**config.mk**
```make
export PLATFORM = sky130hd
export DESIGN_NAME = fb_fetch_seq
export DESIGN_NICKNAME = d
export VERILOG_FILES = /design/src/rtl/fb_fetch_seq.sv
export SDC_FILE = /design/constraint.sdc
export NUM_CORES = 1
export LEC_CHECK = 0
export BUFFER_PORTS_ARGS = -buffer_cell sky130_fd_sc_hd__buf_4
export CORE_MARGIN = 1.5
export CORE_UTILIZATION = 56
export DETAILED_ROUTE_END_ITERATION = 6
export PLACE_DENSITY = 0.88
export SLEW_MARGIN = 20
export SYNTH_ARGS = -nofsm -noshare
export SYNTH_HDL_FRONTEND = slang
export SYNTH_SLANG_ARGS = --single-unit
```
**constraint.sdc**
```tcl
create_clock -name clk -period 9.3 [get_ports clk]
set_input_delay 0 -clock clk [delete_from_list [all_inputs] [get_ports clk]]
set_output_delay 0 -clock clk [all_outputs]
set_load 0.03 [all_outputs]
```
**src/rtl/fb_fetch_seq.sv**
```systemverilog
module fb_fetch_seq #(
  parameter int AW        = 16,
  parameter int DW        = 32,
  parameter int LW        = 5,
  parameter int PAL_SHORT = 8,
  parameter int PAL_LONG  = 128
) (
  input  logic          clk,
  input  logic          rst_n,
  input  logic          cfg_en,
  input  logic [1:0]    cfg_load_mode,
  input  logic [2:0]    cfg_burst,
  input  logic          cfg_dual,
  input  logic          cfg_pal8,
  input  logic          ie_pal,
  input  logic          ie_eof,
  input  logic          ie_urun,
  input  logic          ie_sync,
  input  logic [AW-1:0] pal_base,
  input  logic [AW-1:0] base0,
  input  logic [AW-1:0] ceil0,
  input  logic [AW-1:0] base1,
  input  logic [AW-1:0] ceil1,
  input  logic          fifo_underflow,
  input  logic          sync_lost,
  input  logic          st_clr_we,
  input  logic [9:0]    st_clr_data,
  output logic [9:0]    status,
  output logic          irq,
  output logic          mem_req,
  output logic [AW-1:0] mem_addr,
  output logic [LW-1:0] mem_len,
  input  logic          mem_gnt,
  input  logic          mem_rvalid,
  input  logic [DW-1:0] mem_rdata,
  output logic          fifo_push,
  output logic [DW-1:0] fifo_data
);

  localparam logic [2:0]    MAX_CODE  = 3'd4;
  localparam logic [AW-1:0] PAL_S_OFS = AW'(PAL_SHORT - 1);
  localparam logic [AW-1:0] PAL_L_OFS = AW'(PAL_LONG - 1);
  localparam int B_SYNC = 2, B_URUN = 5, B_PAL = 6, B_EOF0 = 8, B_EOF1 = 9;

  typedef enum logic [1:0] {S_IDLE, S_REQ, S_DATA, S_HOLD} state_t;
  typedef enum logic [1:0] {RG_PAL, RG_B0, RG_B1} region_t;

  state_t        st;
  region_t       rg, start_rg, nxt_rg, tgt_rg;
  logic          nxt_hold;
  logic [AW-1:0] addr, ceil_q, tgt_base, tgt_ceil;
  logic [LW-1:0] len_q, beat, bw, len_c;
  logic [AW-1:0] rem, end_addr;
  logic          burst_ok, last_beat, region_end;
  logic [9:0]    set_vec, clr_vec, ie_mask;

  assign burst_ok = cfg_burst <= MAX_CODE;
  assign bw       = LW'(1) << cfg_burst;
  assign rem      = ceil_q - addr;
  assign len_c    = (rem < AW'(bw) - AW'(1)) ? LW'(rem + AW'(1)) : bw;
  assign end_addr = addr + AW'(len_q) - AW'(1);

  assign last_beat  = (st == S_DATA) && mem_rvalid && (beat == len_q - LW'(1));
  assign region_end = last_beat && (end_addr == ceil_q);

  assign start_rg = cfg_load_mode[1] ? RG_B0 : RG_PAL;

  always_comb begin
    nxt_rg   = RG_B0;
    nxt_hold = 1'b0;
    case (rg)
      RG_PAL:  nxt_hold = (cfg_load_mode == 2'd1);
      RG_B0:   nxt_rg   = cfg_dual ? RG_B1 : RG_B0;
      default: nxt_rg   = RG_B0;
    endcase
  end

  assign tgt_rg = (st == S_IDLE) ? start_rg : nxt_rg;

  always_comb begin
    case (tgt_rg)
      RG_PAL: begin
        tgt_base = pal_base;
        tgt_ceil = pal_base + (cfg_pal8 ? PAL_L_OFS : PAL_S_OFS);
      end
      RG_B1: begin
        tgt_base = base1;
        tgt_ceil = ceil1;
      end
      default: begin
        tgt_base = base0;
        tgt_ceil = ceil0;
      end
    endcase
  end

  always_ff @(posedge clk or negedge rst_n) begin
    if (!rst_n) begin
      st     <= S_IDLE;
      rg     <= RG_PAL;
      addr   <= '0;
      ceil_q <= '0;
      len_q  <= '0;
      beat   <= '0;
    end else if (!cfg_en) begin
      st <= S_IDLE;
    end else begin
      case (st)
        S_IDLE: if (burst_ok) begin
          rg     <= tgt_rg;
          addr   <= tgt_base;
          ceil_q <= tgt_ceil;
          st     <= S_REQ;
        end
        S_REQ: if (mem_gnt) begin
          len_q <= len_c;
          beat  <= '0;
          st    <= S_DATA;
        end
        S_DATA: if (mem_rvalid) begin
          beat <= beat + LW'(1);
          if (last_beat) begin
            if (!region_end) begin
              addr <= addr + AW'(len_q);
              st   <= S_REQ;
            end else if (nxt_hold) begin
              st <= S_HOLD;
            end else begin
              rg     <= tgt_rg;
              addr   <= tgt_base;
              ceil_q <= tgt_ceil;
              st     <= S_REQ;
            end
          end
        end
        default: st <= S_HOLD;
      endcase
    end
  end

  always_comb begin
    set_vec         = '0;
    set_vec[B_EOF0] = region_end && (rg == RG_B0);
    set_vec[B_EOF1] = region_end && (rg == RG_B1);
    set_vec[B_PAL]  = region_end && (rg == RG_PAL);
    set_vec[B_URUN] = fifo_underflow;
    set_vec[B_SYNC] = sync_lost;
    ie_mask         = '0;
    ie_mask[B_EOF0] = ie_eof;
    ie_mask[B_EOF1] = ie_eof;
    ie_mask[B_PAL]  = ie_pal;
    ie_mask[B_URUN] = ie_urun;
    ie_mask[B_SYNC] = ie_sync;
  end

  assign clr_vec = st_clr_we ? st_clr_data : '0;

  always_ff @(posedge clk or negedge rst_n) begin
    if (!rst_n) status <= '0;
    else        status <= (status & ~clr_vec) | set_vec;
  end

  assign irq       = |(status & ie_mask);
  assign mem_req   = (st == S_REQ);
  assign mem_addr  = addr;
  assign mem_len   = len_c;
  assign fifo_push = (st == S_DATA) && mem_rvalid;
  assign fifo_data = mem_rdata;


  req_hold_chk: assert property (@(posedge clk) disable iff (!rst_n)
    (mem_req && !mem_gnt && cfg_en) |=> (mem_req && $stable(mem_addr) && $stable(mem_len)));


  stop_chk: assert property (@(posedge clk) disable iff (!rst_n)
    !cfg_en |=> (!mem_req && !fifo_push));


  len_range_chk: assert property (@(posedge clk) disable iff (!rst_n)
    mem_req |-> (mem_len != '0) && (mem_len <= (LW'(1) << cfg_burst)));


  sync_set_chk: assert property (@(posedge clk) disable iff (!rst_n)
    sync_lost |=> status[B_SYNC]);


  urun_clr_chk: assert property (@(posedge clk) disable iff (!rst_n)
    (st_clr_we && st_clr_data[B_URUN] && !fifo_underflow) |=> !status[B_URUN]);

endmodule

```
==> flow_summary.ini <==
[status]
status = finished, final reports clean

[layout]
area_delta_synth_final_pct = 22.4
fillers = 768
final_cell_mix = 146 x buf_4, 68 x nand2_1, 56 x dfrtp_1, 51 x nor2_1, 44 x ha_1
antenna_cells = 0
nNetsFinal = 1060
layout_commonest_cell = buf_4
layout-drive-gt1-share_pct = 22.1
multiInputGateArea_um2 = 4190
fin_util_pct = 71.5
seq_area_um2 = 1400

[die]
die_area_um2 = 11500
io-pin-count = 207
dieWidth_um = 107
rows = 37
initial_core_util_pct = 58.5
dieHeight_um = 107
core_um2 = 10400

[global_routing]
antenna_found_initial = 0
gr-usage-met1_pct = 42.4
grt.busiest_layer = met2
grt_util_met2_pct = 56.8
use_met3_pct = 5.75
grt_pass1_vias = 6178
grt_first_pass_wirelength_um = 30500
grt_usage_pct = 33.4
grt_start_max_net_pins = 57
overflow = 0

[logic_synthesis]
synth_cell_types = 76
synth.avg_cell_area_um2 = 8.18
yosysWarningCount = 0
ys_seq_elements = 56
async_flop_share_pct = 100
synth_nets = 931
ys.flop_type = dfrtp_1
synth-edff-count = 0
syn_area_um2 = 6090
synth_seq_area_share_pct = 23.0
syn_inst = 744

[pwr]
power.total_w = 0.00246
vdd_ir_drop_max_v = 0.000361
p_leak_nw = 3.46
pwr_density_cell_nw_per_um2 = 330

[timing]
grt_setup_unrepaired = false
min_period_ps = 5300
setup_viol = 0
whs_ps = 0.0110
hold_viol = 0
tightest_slew_ps = 735
finClkSkew_ps = 5.78
max_slew_margin_pct = 51.0
min_period_over_period_pct = 57.0
clock.fmax_ghz = 0.189
finalSetupTns_ps = 0
slew_violations = 0
fin_ws_ps = 4000

[critical_path]
cp_max_fo = 5
crit_chain = inv_1 > ha_1 > inv_1 > fa_1 > a21o_1 > a21oi_1 > o21ai_0 > a21oi_1 > o21bai_1 > a21oi_1 > o21bai_1 > a2111o_1 > a31o_2 > a21oi_1 > xnor2_1 > ha_1 > nand4_1 > nor2_1 > nand2_1 > o21ai_1 > mux2_2 > buf_4
critical_path.top_delay_family = compound AO/OA/AOI/OAI gates
arrival_ps = 5300
crit_type = flip-flop to primary output
cp.required_ps = 9300
max_stage_delay_ps = 460
worstSetupEndpointType = primary output
slowest_stage = o21ai_1
startpoint_type = flip-flop
crit_top_cell = a21oi_1
path_buf_inv = 3

[placed_design]
place_hpwl_um = 14800
pre_cts_ws_ps = 4220
io_buffers = 142
routabilityCongestion = 0.984

[cts]
cts.clk_slew.worst_paths_ps = 110
cts_tree = built
post-cts-setup-buffer-count = 0
numCtsBuffers = 5
cts_sinks = 56
h-tree-depth = 2
clk_path_buf_depth = 2
cts_root_buf = clkbuf_8
worstSkewPairLatency_ps = 320

[job]
maxCapViolCount = 0

[route]
dr_total_vias = 6437
drc = 0
via_per_inst = 6.37
antenna_left = 0
wl_per_cell_um = 18.9
dr.pass1.iters = 5
wirelength_um = 19000
drtIter0Drc = 557

[worst_hold_path]
hold_class = input port to primary output
==> registers in the layout, summed over array words and instances (netlist names) <==
name      flops
beat          5
ceil_q       16
len_q         5
mem_addr     16
rg            2
st            2
status       10
==> cell families after synthesis <==
logic type / count (synthesis) / synth area share, %
buf+inv: 98 / 8.38
simple gates: 233 / 18.7
fa+ha+maj: 46 / 9.70
xor+xnor: 64 / 9.45
flops: 56 / 23.0
mux: 16 / 2.88
compound gates: 231 / 27.8
==> worst paths after layout <==
kind | startpoint | to | slack, ps | cells after the start
max | ceil_q[0] | mem_len[0] | 4000 | 22
min | mem_rdata[15] | fifo_data[15] | 0.01 | 0
max reg2reg | ceil_q[0] | len_q[0] | 4130 | 22
min reg2reg | status[8] | status[8] | 520 | 2
max in group asynchronous | rst_n | mem_addr[0] | 8540 | 2
min in group asynchronous | rst_n | len_q[2] | 240 | 2
==> repair_timing <==
| item | 4_1_cts | 5_1_grt |
|---|---|---|
| hold buffers | 35 | 1 |
| endpoints found under the hold margin | 80 | 1 |
| gates resized for setup | 0 | 0 |
==> where the power goes <==
part	internal [W]	switching [W]	leakage, nW
logic	0.000808	0.00105	2.70
clock network	0.0000541	0.0000866	0.0456
registers	0.000314	0.000141	0.713
==> stage by stage <==
| stage | cells | instance area, um^2 |
|---|---|---|
| 2_1_floorplan | 744 | 6090 |
| 3_3_place_gp | 966 | 7000 |
| 3_5_place_dp | 966 | 7000 |
| 4_1_cts | 1009 | 7440 |
| 5_1_grt | 1010 | 7450 |
| 6_report | 1010 | 7450 |
==> area by class of cell <==
cell class	count	share of cell area (%)
multi-input combinational	590	56.3
timing repair buffer	182	19.5
sequential	56	18.8
tap	136	2.28
inverter	38	1.91
clock buffer	6	0.974
clock inverter	2	0.185
==> Yosys cell counts, types with 9 or more instances <==
cell | n | area (um^2)
xor2_1 | 25 | 219
a221oi_1 | 16 | 140
a21oi_1 | 41 | 205
and3_1 | 12 | 75.1
dfrtp_1 | 56 | 1400
nor2_1 | 52 | 195
inv_1 | 38 | 143
clkbuf_1 | 16 | 60.1
ha_1 | 44 | 551
a21o_1 | 20 | 150
o21ai_0 | 39 | 195
buf_4 | 33 | 248
nand4_1 | 10 | 62.6
nand2b_1 | 11 | 68.8
mux2_2 | 12 | 135
buf_2 | 9 | 45.0
a211o_1 | 11 | 96.3
nand3_1 | 18 | 90.1
xnor2_1 | 37 | 324
a22oi_1 | 11 | 82.6
a21boi_0 | 9 | 67.6
nand2_1 | 68 | 255
nor3_1 | 19 | 95.1
==> metal layers <==
| layer | routed length [um] | vias to the layer above |
|---|---|---|
| met4 | 564 | 0 |
| met2 | 9120 | 387 |
| met5 | 0 | - |
| met3 | 1750 | 54 |
| li1 | - | 2959 |
| met1 | 7610 | 3037 |
==> worst reg2reg max path, delay by kind of cell, from the launching register on <==
kind	cells	cell delay, ps
compound gates	11	2560
simple gates	3	290
xor+xnor	1	90
mux	2	680
buf+inv	2	160
fa+ha+maj	3	880
flops	1	400
Power figures use the tool's default switching activity.
